File: src/rtl/rsg_pkg.sv
package rsg_pkg;

  localparam int unsigned WORD_W = 32;

  typedef enum logic [2:0] {
    MUT_IMM     = 3'd0,
    MUT_RD_ZERO = 3'd1,
    MUT_RD_RS1  = 3'd2,
    MUT_RD_RS2  = 3'd3,
    MUT_RD_BOTH = 3'd4,
    MUT_RS1_RS2 = 3'd5,
    MUT_CSR     = 3'd6
  } mut_kind_e;

  // legal base opcodes, picked by a 4-bit selector reduced mod 11
  function automatic logic [6:0] opcode_at(input logic [3:0] raw);
    logic [3:0] idx;
    idx = raw % 4'd11;
    case (idx)
      4'd0:    return 7'b0110111;
      4'd1:    return 7'b0010111;
      4'd2:    return 7'b1101111;
      4'd3:    return 7'b1100111;
      4'd4:    return 7'b1100011;
      4'd5:    return 7'b0000011;
      4'd6:    return 7'b0100011;
      4'd7:    return 7'b0010011;
      4'd8:    return 7'b0110011;
      4'd9:    return 7'b0001111;
      default: return 7'b1110011;
    endcase
  endfunction

  function automatic mut_kind_e mut_kind(input logic [3:0] raw);
    logic [3:0] idx;
    idx = raw % 4'd7;
    case (idx)
      4'd0:    return MUT_IMM;
      4'd1:    return MUT_RD_ZERO;
      4'd2:    return MUT_RD_RS1;
      4'd3:    return MUT_RD_RS2;
      4'd4:    return MUT_RD_BOTH;
      4'd5:    return MUT_RS1_RS2;
      default: return MUT_CSR;
    endcase
  endfunction

  function automatic logic [11:0] special_imm(input logic [3:0] raw);
    logic [3:0] idx;
    idx = raw % 4'd5;
    case (idx)
      4'd0:    return 12'h000;
      4'd1:    return 12'h001;
      4'd2:    return 12'hFFF;
      4'd3:    return 12'h7FF;
      default: return 12'h800;
    endcase
  endfunction

  function automatic logic [11:0] csr_addr(input logic [3:0] raw);
    logic [3:0] idx;
    idx = raw % 4'd5;
    case (idx)
      4'd0:    return 12'h300;
      4'd1:    return 12'h305;
      4'd2:    return 12'h341;
      4'd3:    return 12'h342;
      default: return 12'h340;
    endcase
  endfunction

endpackage

File: src/rtl/rsg_draws.sv
// Unrolled Galois LFSR: DRAWS words, each STEPS shifts after the previous.
module rsg_draws #(
  parameter int unsigned       WIDTH = 32,
  parameter logic [WIDTH-1:0]  TAPS  = 32'h8020_0003,
  parameter int unsigned       STEPS = 32,
  parameter int unsigned       DRAWS = 3
) (
  input  logic [WIDTH-1:0]             state_i,
  output logic [DRAWS-1:0][WIDTH-1:0]  draw_o
);

  localparam int unsigned CHAIN = DRAWS * STEPS;

  logic [WIDTH-1:0] chain [CHAIN+1];

  assign chain[0] = state_i;

  generate
    for (genvar i = 0; i < CHAIN; i++) begin : g_step
      assign chain[i+1] = chain[i][0] ? ((chain[i] >> 1) ^ TAPS)
                                      : (chain[i] >> 1);
    end
    for (genvar d = 0; d < DRAWS; d++) begin : g_tap
      assign draw_o[d] = chain[(d+1)*STEPS];
    end
  endgenerate

endmodule

File: src/rtl/rsg_decide.sv
// One probability decision: slice below threshold.
module rsg_decide #(
  parameter int unsigned SLICE_W = 10,
  parameter int unsigned THRESH  = 1003
) (
  input  logic [SLICE_W-1:0] slice_i,
  output logic               hit_o
);

  assign hit_o = (32'(slice_i) < THRESH);

endmodule

File: src/rtl/rsg_inject.sv
module rsg_inject
  import rsg_pkg::*;
(
  input  logic [WORD_W-1:0] word_i,
  input  logic              en_i,
  input  logic [3:0]        sel_i,
  output logic [WORD_W-1:0] word_o
);

  always_comb begin
    word_o = word_i;
    if (en_i) begin
      word_o[6:0] = opcode_at(sel_i);
    end
  end

endmodule

File: src/rtl/rsg_mutate.sv
module rsg_mutate
  import rsg_pkg::*;
(
  input  logic [WORD_W-1:0] word_i,
  input  logic              en_i,
  input  logic [3:0]        kind_sel_i,
  input  logic [3:0]        imm_sel_i,
  input  logic [3:0]        csr_sel_i,
  output logic [WORD_W-1:0] word_o
);

  logic [4:0] rs1_f;
  logic [4:0] rs2_f;

  assign rs1_f = word_i[19:15];
  assign rs2_f = word_i[24:20];

  always_comb begin
    word_o = word_i;
    if (en_i) begin
      case (mut_kind(kind_sel_i))
        MUT_IMM:     word_o[31:20] = special_imm(imm_sel_i);
        MUT_RD_ZERO: word_o[11:7]  = 5'd0;
        MUT_RD_RS1:  word_o[11:7]  = rs1_f;
        MUT_RD_RS2:  word_o[11:7]  = rs2_f;
        MUT_RD_BOTH: begin
          word_o[11:7]  = rs1_f;
          word_o[24:20] = rs1_f;
        end
        MUT_RS1_RS2: word_o[19:15] = rs2_f;
        MUT_CSR:     word_o[31:20] = csr_addr(csr_sel_i);
        default:     word_o = word_i;
      endcase
    end
  end

endmodule

File: src/rtl/rv_stim_gen.sv
module rv_stim_gen
  import rsg_pkg::*;
#(
  parameter logic [31:0] LFSR_TAPS     = 32'h8020_0003,
  parameter logic [31:0] RESET_SEED    = 32'h0000_0001,
  parameter logic [31:0] ZERO_SEED_SUB = 32'h1D87_2B41,
  parameter int unsigned STEPS_PER_DRAW = 32,
  parameter int unsigned SLICE_W       = 10,
  parameter int unsigned INJECT_THRESH = 1003,
  parameter int unsigned MUTATE_THRESH = 205,
  parameter int unsigned SEQ_THRESH    = 10,
  parameter int unsigned SEQ_LEN       = 4
) (
  input  logic        clk,
  input  logic        rst_n,
  input  logic        seed_load,
  input  logic [31:0] seed_value,
  input  logic        req,
  output logic        valid,
  output logic [31:0] insn,
  output logic        seq_start
);

  localparam int unsigned NUM_DRAWS = 3;
  localparam int unsigned NUM_DEC   = 3;
  localparam int unsigned CNT_W     = $clog2(SEQ_LEN + 1);
  localparam logic [CNT_W-1:0] SEQ_TAIL = CNT_W'(SEQ_LEN - 1);

  // reset: asserted asynchronously, released on the clock
  logic [1:0] rst_sync_q;
  logic       rst_ok;

  always_ff @(posedge clk or negedge rst_n) begin
    if (!rst_n) begin
      rst_sync_q <= 2'b00;
    end else begin
      rst_sync_q <= {rst_sync_q[0], 1'b1};
    end
  end

  assign rst_ok = rst_sync_q[1];

  // state
  logic [WORD_W-1:0] lfsr_q, lfsr_d;
  logic [WORD_W-1:0] insn_q, insn_d;
  logic              seq_q, seq_d;
  logic              valid_q, valid_d;
  logic [CNT_W-1:0]  seq_cnt_q, seq_cnt_d;
  logic              seq_busy;
  logic              accept;
  logic              state_en;

  // random draws
  logic [NUM_DRAWS-1:0][WORD_W-1:0] draws;

  rsg_draws #(
    .WIDTH (WORD_W),
    .TAPS  (LFSR_TAPS),
    .STEPS (STEPS_PER_DRAW),
    .DRAWS (NUM_DRAWS)
  ) u_draws (
    .state_i (lfsr_q),
    .draw_o  (draws)
  );

  // decisions: 0 inject, 1 mutate, 2 sequence start
  logic [NUM_DEC-1:0] hit;

  generate
    for (genvar k = 0; k < NUM_DEC; k++) begin : g_dec
      rsg_decide #(
        .SLICE_W (SLICE_W),
        .THRESH  ((k == 0) ? INJECT_THRESH :
                  (k == 1) ? MUTATE_THRESH : SEQ_THRESH)
      ) u_dec (
        .slice_i (draws[1][k*SLICE_W +: SLICE_W]),
        .hit_o   (hit[k])
      );
    end
  endgenerate

  logic unused_bits;
  assign unused_bits = ^{draws[1][WORD_W-1:NUM_DEC*SLICE_W], draws[2][31:16]};

  // word assembly
  logic [WORD_W-1:0] word_inj;
  logic [WORD_W-1:0] word_mut;

  rsg_inject u_inject (
    .word_i (draws[0]),
    .en_i   (hit[0]),
    .sel_i  (draws[2][3:0]),
    .word_o (word_inj)
  );

  rsg_mutate u_mutate (
    .word_i     (word_inj),
    .en_i       (hit[1]),
    .kind_sel_i (draws[2][7:4]),
    .imm_sel_i  (draws[2][11:8]),
    .csr_sel_i  (draws[2][15:12]),
    .word_o     (word_mut)
  );

  assign accept   = req && !seed_load;
  assign state_en = req || seed_load;
  assign seq_busy = (seq_cnt_q != '0);

  // next state
  always_comb begin
    lfsr_d    = lfsr_q;
    insn_d    = insn_q;
    seq_d     = seq_q;
    seq_cnt_d = seq_cnt_q;
    valid_d   = 1'b0;
    if (seed_load) begin
      lfsr_d    = (seed_value == '0) ? ZERO_SEED_SUB : seed_value;
      seq_cnt_d = '0;
    end else if (req) begin
      lfsr_d  = draws[NUM_DRAWS-1];
      insn_d  = word_mut;
      valid_d = 1'b1;
      if (seq_busy) begin
        seq_cnt_d = seq_cnt_q - 1'b1;
        seq_d     = 1'b0;
      end else if (hit[2]) begin
        seq_cnt_d = SEQ_TAIL;
        seq_d     = 1'b1;
      end else begin
        seq_d     = 1'b0;
      end
    end
  end

  // registers
  always_ff @(posedge clk or negedge rst_ok) begin
    if (!rst_ok) begin
      lfsr_q    <= RESET_SEED;
      insn_q    <= '0;
      seq_q     <= 1'b0;
      seq_cnt_q <= '0;
      valid_q   <= 1'b0;
    end else begin
      valid_q <= valid_d;
      if (state_en) begin
        lfsr_q    <= lfsr_d;
        seq_cnt_q <= seq_cnt_d;
      end
      if (accept) begin
        insn_q <= insn_d;
        seq_q  <= seq_d;
      end
    end
  end

  assign valid     = valid_q;
  assign insn      = insn_q;
  assign seq_start = seq_q;

endmodule

File: config.mk
export PLATFORM = sky130hd
export DESIGN_NAME = rv_stim_gen
export DESIGN_NICKNAME = d
export VERILOG_FILES = /design/src/rtl/rsg_pkg.sv /design/src/rtl/rsg_draws.sv /design/src/rtl/rsg_decide.sv /design/src/rtl/rsg_inject.sv /design/src/rtl/rsg_mutate.sv /design/src/rtl/rv_stim_gen.sv
export SDC_FILE = /design/constraint.sdc
export NUM_CORES = 1
export LEC_CHECK = 0
export CORE_ASPECT_RATIO = 1.1
export CORE_MARGIN = 10
export CORE_UTILIZATION = 35
export CTS_CLUSTER_DIAMETER = 30
export CTS_CLUSTER_SIZE = 30
export DETAILED_ROUTE_END_ITERATION = 6
export DONT_BUFFER_PORTS = 1
export PLACE_DENSITY = 0.57
export SLEW_MARGIN = 15
export SYNTH_ARGS = -nofsm -noshare
export SYNTH_HDL_FRONTEND = slang
export SYNTH_SLANG_ARGS = --single-unit
File: constraint.sdc
create_clock -name clk -period 2.5 [get_ports clk]
set_input_delay 0 -clock clk [delete_from_list [all_inputs] [get_ports clk]]
set_output_delay 0 -clock clk [all_outputs]
set_load 0.02 [all_outputs]
* Word level (Yosys, flattened, before mapping)
Memories as Yosys holds them, arrays and structs flattened.
Cells that the tools add are included.
** Storage, ports and cells
- Flip-flop bits (word level) :: 71
- Output and inout port bits :: 34
- Latch bits :: 0
- Memory bits (writable) :: 0
- Memory bits (read-only) :: 80
- Memories :: 1
- Word-level logic and storage cells :: 261
- Bits of input ports :: 36
** Memory list
- (no name shown) :: words 16, width 5, rd ports 1, clocked after memory_dff 0, wr ports 0, RTL line rsg_pkg.sv:19 : case (idx)
** Operators by class
- Equal/unequal tests :: 17
- Bitwise gates (word level) :: 97
- Shift operators :: 0
- Multipliers :: 0
- $lt $le $gt $ge :: 3
- Add/subtract/negate cells :: 1
- Mux-type cells :: 117
- Reductions and logical operators :: 15
- Divide/modulo/power cells :: 4
** Operator list (count)
- 32-bit two-way mux :: 100
- 3-bit inverter with 4-bit output :: 96
- 12-bit one-hot mux with 4 select lines :: 1
- 32-bit logical NOT :: 1
- 5-bit one-hot mux with 3 select lines :: 2
- 7-bit one-hot mux with 4 select lines :: 1
- 4-bit by 2-bit equality test with 1-bit output (second input constant) :: 6
- 3-bit one-hot mux with 6 select lines :: 1
- 3-bit two-way mux :: 5
- 7-bit one-hot mux with 2 select lines :: 1
- 4-bit by 1-bit equality test with 1-bit output (second input constant) :: 3
- 4-bit logical NOT :: 3
- 4-bit by 3-bit remainder unit with 4-bit output (second input constant) :: 3
- 10-bit less-than comparator (second input constant) :: 1
- 10-bit by 4-bit less-than comparator with 1-bit output (second input constant) :: 1
- 10-bit by 8-bit less-than comparator with 1-bit output (second input constant) :: 1
- 3-bit equality test (second input constant) :: 3
- 4-bit by 3-bit equality test with 1-bit output (second input constant) :: 2
- 7-bit two-way mux :: 1
- 3-bit by 2-bit equality test with 1-bit output (second input constant) :: 2
- 3-bit AND reduction :: 2
- 3-bit nonzero test :: 2
- 5-bit two-way mux :: 1
- 4-bit by 4-bit remainder unit with 4-bit output (second input constant) :: 1
- other kinds (11) :: 14

* Depth between registers and ports, before layout
- Word-level depth :: 200
- Mapped depth :: 60
- Gate-level depth less buffers :: 55

* Modules after synthesis
From an unflattened synthesis, not the netlist that was laid out.
** Unflattened totals
- Cells, all modules :: 981
- Area total of the unflattened synthesis :: 10727.8 um^2
** Modules (own cells, without submodules)
- rsg_draws :: area each 5535.3 um^2, cells an instance 428, times used 1, seq. area each 0.0 um^2
- rv_stim_gen :: area each 3095.5 um^2, cells an instance 262, times used 1, seq. area each 1778.0 um^2
- rsg_mutate :: area each 1516.5 um^2, cells an instance 203, times used 1, seq. area each 0.0 um^2
- rsg_inject :: area each 500.5 um^2, cells an instance 75, times used 1, seq. area each 0.0 um^2
- rsg_decide at g_dec[0].u_dec :: area each 30.0 um^2, cells an instance 5, times used 1, seq. area each 0.0 um^2
- rsg_decide at g_dec[1].u_dec :: area each 28.8 um^2, cells an instance 4, times used 1, seq. area each 0.0 um^2
- rsg_decide at g_dec[2].u_dec :: area each 21.3 um^2, cells an instance 4, times used 1, seq. area each 0.0 um^2

* Least setup slack after synthesis
OpenSTA, ideal clock, no wires.
- Path type :: register to register
- Start point :: register lfsr_q[0]
- End point :: register insn_q[10] (netlist: insn[10])
- Cell stages (with the launch flop) :: 60
- Setup time :: 82 ps
- Data arrival time :: 16031 ps
- Buffers on the path :: 7
- Path slack :: -13613 ps
- Cells stage by stage :: dfstp_2 > buf_4 > xnor3_1 > xnor3_2 > xnor2_1 > xnor2_1 > xnor3_2 > xnor2_4 > xor2_1 > xnor2_1 > xor2_1 > inv_1 > ha_1 > buf_1 > xnor2_1 > xnor3_1 > xor3_1 > ha_1 > [... 24 more ...] > xnor3_1 > xor2_2 > inv_2 > ha_1 > ha_1 > clkbuf_1 > inv_1 > xnor3_1 > a31oi_1 > ha_1 > clkbuf_1 > a21oi_1 > o211a_1 > o41ai_2 > o21ba_2 > buf_4 > o22ai_1 > a31oi_1
** On the way
- Longest elaborated chain between the ends :: 144
- Elaborated cells on any way between the ends :: 194
- Classes of those cells :: div (1); order compare (1); eq/ne (9); mux (100); bitwise (81); reduce/logical (2)
** Ends and longest elaborated chain
- start, declared :: RTL line rv_stim_gen.sv:44 : logic [WORD_W-1:0] lfsr_q, lfsr_d;
- start signal, assigned :: RTL line rv_stim_gen.sv:146 : lfsr_q <= lfsr_d;
- 32-bit two-way mux (*) :: RTL line rsg_draws.sv:20 : assign chain[i+1] = chain[i][0] ? ((chain[i] >> 1) ^ TAPS)
- 3-bit inverter with 4-bit output (no line) or 32-bit two-way mux (tied branches)
- 32-bit two-way mux (*) (2 in a row) :: RTL line rsg_draws.sv:20
- 3-bit inverter with 4-bit output (no line) or 32-bit two-way mux (tied branches)
- 32-bit two-way mux (*) (2 in a row) :: RTL line rsg_draws.sv:20
- 3-bit inverter with 4-bit output (no line) or 32-bit two-way mux (tied branches)
- 32-bit two-way mux (*) (2 in a row) :: RTL line rsg_draws.sv:20
- 3-bit inverter with 4-bit output (no line) or 32-bit two-way mux (tied branches)
- [... 125 more ...]
- 4-bit by 3-bit remainder unit with 4-bit output :: RTL line rsg_pkg.sv:36 : idx = raw % 4'd7;
- 4-bit by 3-bit equality test with 1-bit output (tied with other cells) :: RTL line rsg_pkg.sv:37 : case (idx)
- 3-bit one-hot mux with 6 select lines :: RTL line rsg_pkg.sv:37
- 3-bit two-way mux :: RTL line rsg_mutate.sv:20 : if (en_i) begin
- 3-bit by 2-bit equality test with 1-bit output or 3-bit equality test (tied branches) :: RTL line rsg_mutate.sv:21 : case (mut_kind(kind_sel_i))
- 2-bit OR reduction (no line)
- 5-bit one-hot mux with 3 select lines :: RTL line rsg_mutate.sv:21
- 32-bit two-way mux (*) :: RTL line rsg_mutate.sv:20
- end signal, assigned :: RTL line rv_stim_gen.sv:150 : insn_q <= insn_d;
- end, declared :: RTL line rv_stim_gen.sv:45 : logic [WORD_W-1:0] insn_q, insn_d;
Mark *: on every way between the ends. The rest lies on a longest branch, timed or not. The select of a mux whose other input is x is not followed.
A chain may end at the register's enable or synchronous reset.

* Worst setup path after layout
- Start point :: register lfsr_q[13]
- End point :: register insn_q[7] (netlist: insn[7])
** On the way
- Longest elaborated chain between the ends :: 140
- Elaborated cells on any way between the ends :: 183
- Classes of those cells :: div (1); order compare (1); eq/ne (9); mux (100); bitwise (70); reduce/logical (2)
** Ends and longest elaborated chain (RTL line)
- 32-bit two-way mux (*) (11 in a row) :: rsg_draws.sv:20
- 3-bit inverter with 4-bit output (no line)
- 32-bit two-way mux (*) :: rsg_draws.sv:20
- 3-bit inverter with 4-bit output (no line)
- 32-bit two-way mux (*) (2 in a row) :: rsg_draws.sv:20
- 3-bit inverter with 4-bit output (no line)
- 32-bit two-way mux (*) (2 in a row) :: rsg_draws.sv:20
- 3-bit inverter with 4-bit output (no line)
- [... 112 more ...]
- 4-bit by 3-bit remainder unit with 4-bit output :: rsg_pkg.sv:36
- 4-bit by 3-bit equality test with 1-bit output (tied with other cells) :: rsg_pkg.sv:37
- 3-bit one-hot mux with 6 select lines :: rsg_pkg.sv:37
- 3-bit two-way mux :: rsg_mutate.sv:20
- 3-bit by 2-bit equality test with 1-bit output or 3-bit equality test (tied branches) :: rsg_mutate.sv:21
- 2-bit OR reduction (no line)
- 5-bit one-hot mux with 3 select lines :: rsg_mutate.sv:21
- 32-bit two-way mux (*) :: rsg_mutate.sv:20
Marked as above.

==> flow_summary.ini <==
[yosys]
synthArstFlopShare_pct = 100
yosysTopAreaCell = xnor2_1
synth_edf_count = 0
synth.area.top_cells = xnor2_1 (19%), dfrtp_1 (17%), xnor3_1 (15%), xor2_1 (6.8%), xnor3_2 (3.0%)
ys_types = 88
yosys_warnings = 0
netlist_top_cells_count = xnor2_1 (222), xor2_1 (80), dfrtp_1 (70), xnor3_1 (67), nor2_1 (65)
synthCells = 1017
synth_flop_cell = dfrtp_1
ys_seq_area_share_pct = 17.3
synth.avg_cell_area_sq_um = 10.1
yosysMostFrequentCell = xnor2_1
yosysTopAreaCellShare_pct = 19.0
synth_nets = 1069
syn_area_sq_mm = 0.0103
ys_ff_latch = 71

[setup_path]
crit_arrival_ns = 12.77
critical_path.slowest_cell = xnor3_2
end_kind = flop
cp-start-kind = flop
crit_path_max_incr_delay_ns = 0.52
worstRegToRegCells = 56
startpoint = lfsr_q[13]
r2r_end = insn[7]
rr_startpoint = lfsr_q[13]
critPathMaxFanout = 5
crit_type = flop to flop
crit_path_frequent_cell = ha_4
cp.required_ns = 2.77
r2r_slack_ns = -10.00

[finish]
final_nets = 1593
fin_area_sq_mm = 0.0175
final_layout_size_suffix_gt1_share_pct = 53.6
n_fill_cell = 2256
n_antenna_cell = 0
syn_to_final_growth_pct = 70.2

[clocking]
clockBufferDepth = 2
cts_tree = yes
cts_sinks = 71
clk_latency_ns = 0.35
path_clk_slew_ns = 0.06
clock-root-buffer = clkbuf_16
htree_levels = 3
numCtsBuffers = 9

[sta]
setup_slack_ns = -10.00
min_period_ns = 12.50
fin_skew_ns = 0.0115
setup_viol = 66
hold_violations = 0
finalCritPeriodShare_pct = 500
tightest_slew_ns = 0.835
maxSlewHeadroom_pct = 44.3
tns_ns = -574.40
fmax_ghz = 0.0800
slew_viol_final = 0
rsz0062_at_grt = true

[drt]
wl_met3_microns = 1960
drt-vias-per-instance = 5.09
met1Wirelength_microns = 16000
routedWlPerCell_microns = 21.5
route.met2.wl_microns = 21500
top_layer_used = met4
drt_wl_total_microns = 41200
drtIter0Drc = 644
antenna_left = 0
drt_pass1_iterations = 7
routed-via-count = 9749
drc = 0

[worst_hold_path]
holdPathEnd = seq_cnt_q[0]
hp-class = input pin to flop
hold_start = req
holdPathStages = 3

[grt]
antenna_found_initial = 0
track_usage_pct = 21.8
grt_pass1_wl_microns = 60300
grt_pass1_vias = 10100
grt_max_degree = 54
grt_overflow = 0

[job]
maxCapViolations = 0

[placed_design]
dp_hpwl_microns = 31500
io_buffers = 0
place_area_sq_mm = 0.0144
gp_congestion = 0.970

[floorplan]
core.rowCount = 65
die_h_microns = 200
initial_core_util_pct = 35.6
io_pins = 70
core_sq_mm = 0.0288
design.die.area_sq_mm = 0.0366
die_w_microns = 183

[outcome]
outcome = complete, but fails checks
violations = negative setup slack
==> area by class of cell <==
cell class	instances	area, sq um	area share, %
flip-flops and latches	71	1780	10.2
multi-input cells	869	9970	57.1
inverters	28	118	0.674
clock buffers	11	253	1.45
well taps	368	460	2.64
repair buffers	562	4840	27.7
clock inverters	5	32.5	0.186
==> worst max-delay path by stage <==
stage,endpoint,depth (start not counted),slack (ns)
after floorplan,insn[16],57,-11.44
after global placement,insn[17],55,-10.19
after detailed placement,insn[17],55,-10.36
after CTS,insn[8],59,-9.87
after global routing,insn[8],56,-10.48
final,insn[7],56,-10.00
==> sequential cells by signal (all words and copies together), names as in the netlist <==
register	flops
insn	32
valid	1
seq_cnt_q	3
rst_sync_q	2
seq_start	1
lfsr_q	32
==> cell families (layout without fill, tap and decap cells) <==
logic type	count (synthesis)	in the layout	synth area share, %
other	1	1	0.0366
flip-flops	71	71	17.3
XOR/XNOR	423	423	52.3
AO/OA/AOI/OAI	197	197	13.0
buffers and inverters	77	606	3.22
AND/OR/NAND/NOR	209	209	9.85
adder cells (fa/ha/maj)	16	16	1.95
multiplexers	23	23	2.33
==> routing by layer <==
| layer | up-vias | global-route usage, % |
|---|---|---|
| met1 | 4822 | 25.1 |
| met5 | - | 0 |
| met2 | 285 | 40.3 |
| met3 | 71 | 2.65 |
| li1 | 4571 | - |
| met4 | 0 | 8.08 |
==> worst max-delay path: cells and delay by family, from the launching register on <==
kind / cells / cell delay (ns)
AOI/OAI and AO/OA: 7 / 1.32
DFF: 1 / 0.40
adders and majority gates: 8 / 1.90
buffers and inverters: 7 / 0.72
xor gates and xnor gates: 34 / 8.04
==> through the flow <==
| stage | setup slack (ns) | util (%) | hold WS [ns] | cells |
|---|---|---|---|---|
| final | -10.00 | 60.6 | 0.00375 | 1914 |
| after global routing | -10.48 | 60.6 | 0.0158 | 1914 |
| after CTS | -9.87 | 57.2 | 0.00989 | 1862 |
| after detailed placement | -10.36 | 50.0 | -0.296 | 1755 |
| after global placement | -10.19 | 50.0 | -0.296 | 1755 |
| after floorplan | -11.44 | - | -0.296 | 1017 |
==> layout by cell type (no fill, tap or decap), drive strengths merged, types with 4 or more instances in the layout <==
master and instances:
xor2 89, and2 6, dfrtp 70, nand3 8
a211o 5, a31oi 8, o22a 16, ha 16
mux2 4, nand2b 10, xor3 13, o22ai 10
nor2 66, xnor2 241, o21ai 55, clkbuf 11
o32a 5, dlygate4sd3 40, o211ai 4, mux2i 19
a22oi 10, buf 522, a21oi 42, a21boi 5
nor3 15, o31ai 6, nor4 10, inv 27
and3 4, nor3b 7, xnor3 80, nand2 64
nand4 4
==> what timing repair did <==
action | in CTS | in global routing
setup endpoints to repair | 67 | 66
gates resized for setup | 199 | 141
setup buffers | 58 | 70
hold buffers | 42 | 0
pin swaps | 132 | 126
hold endpoints to repair | 38 | 0
Power is not shown: default switching activity piles up to over one toggle a cycle in this logic, so the estimate is an artifact.
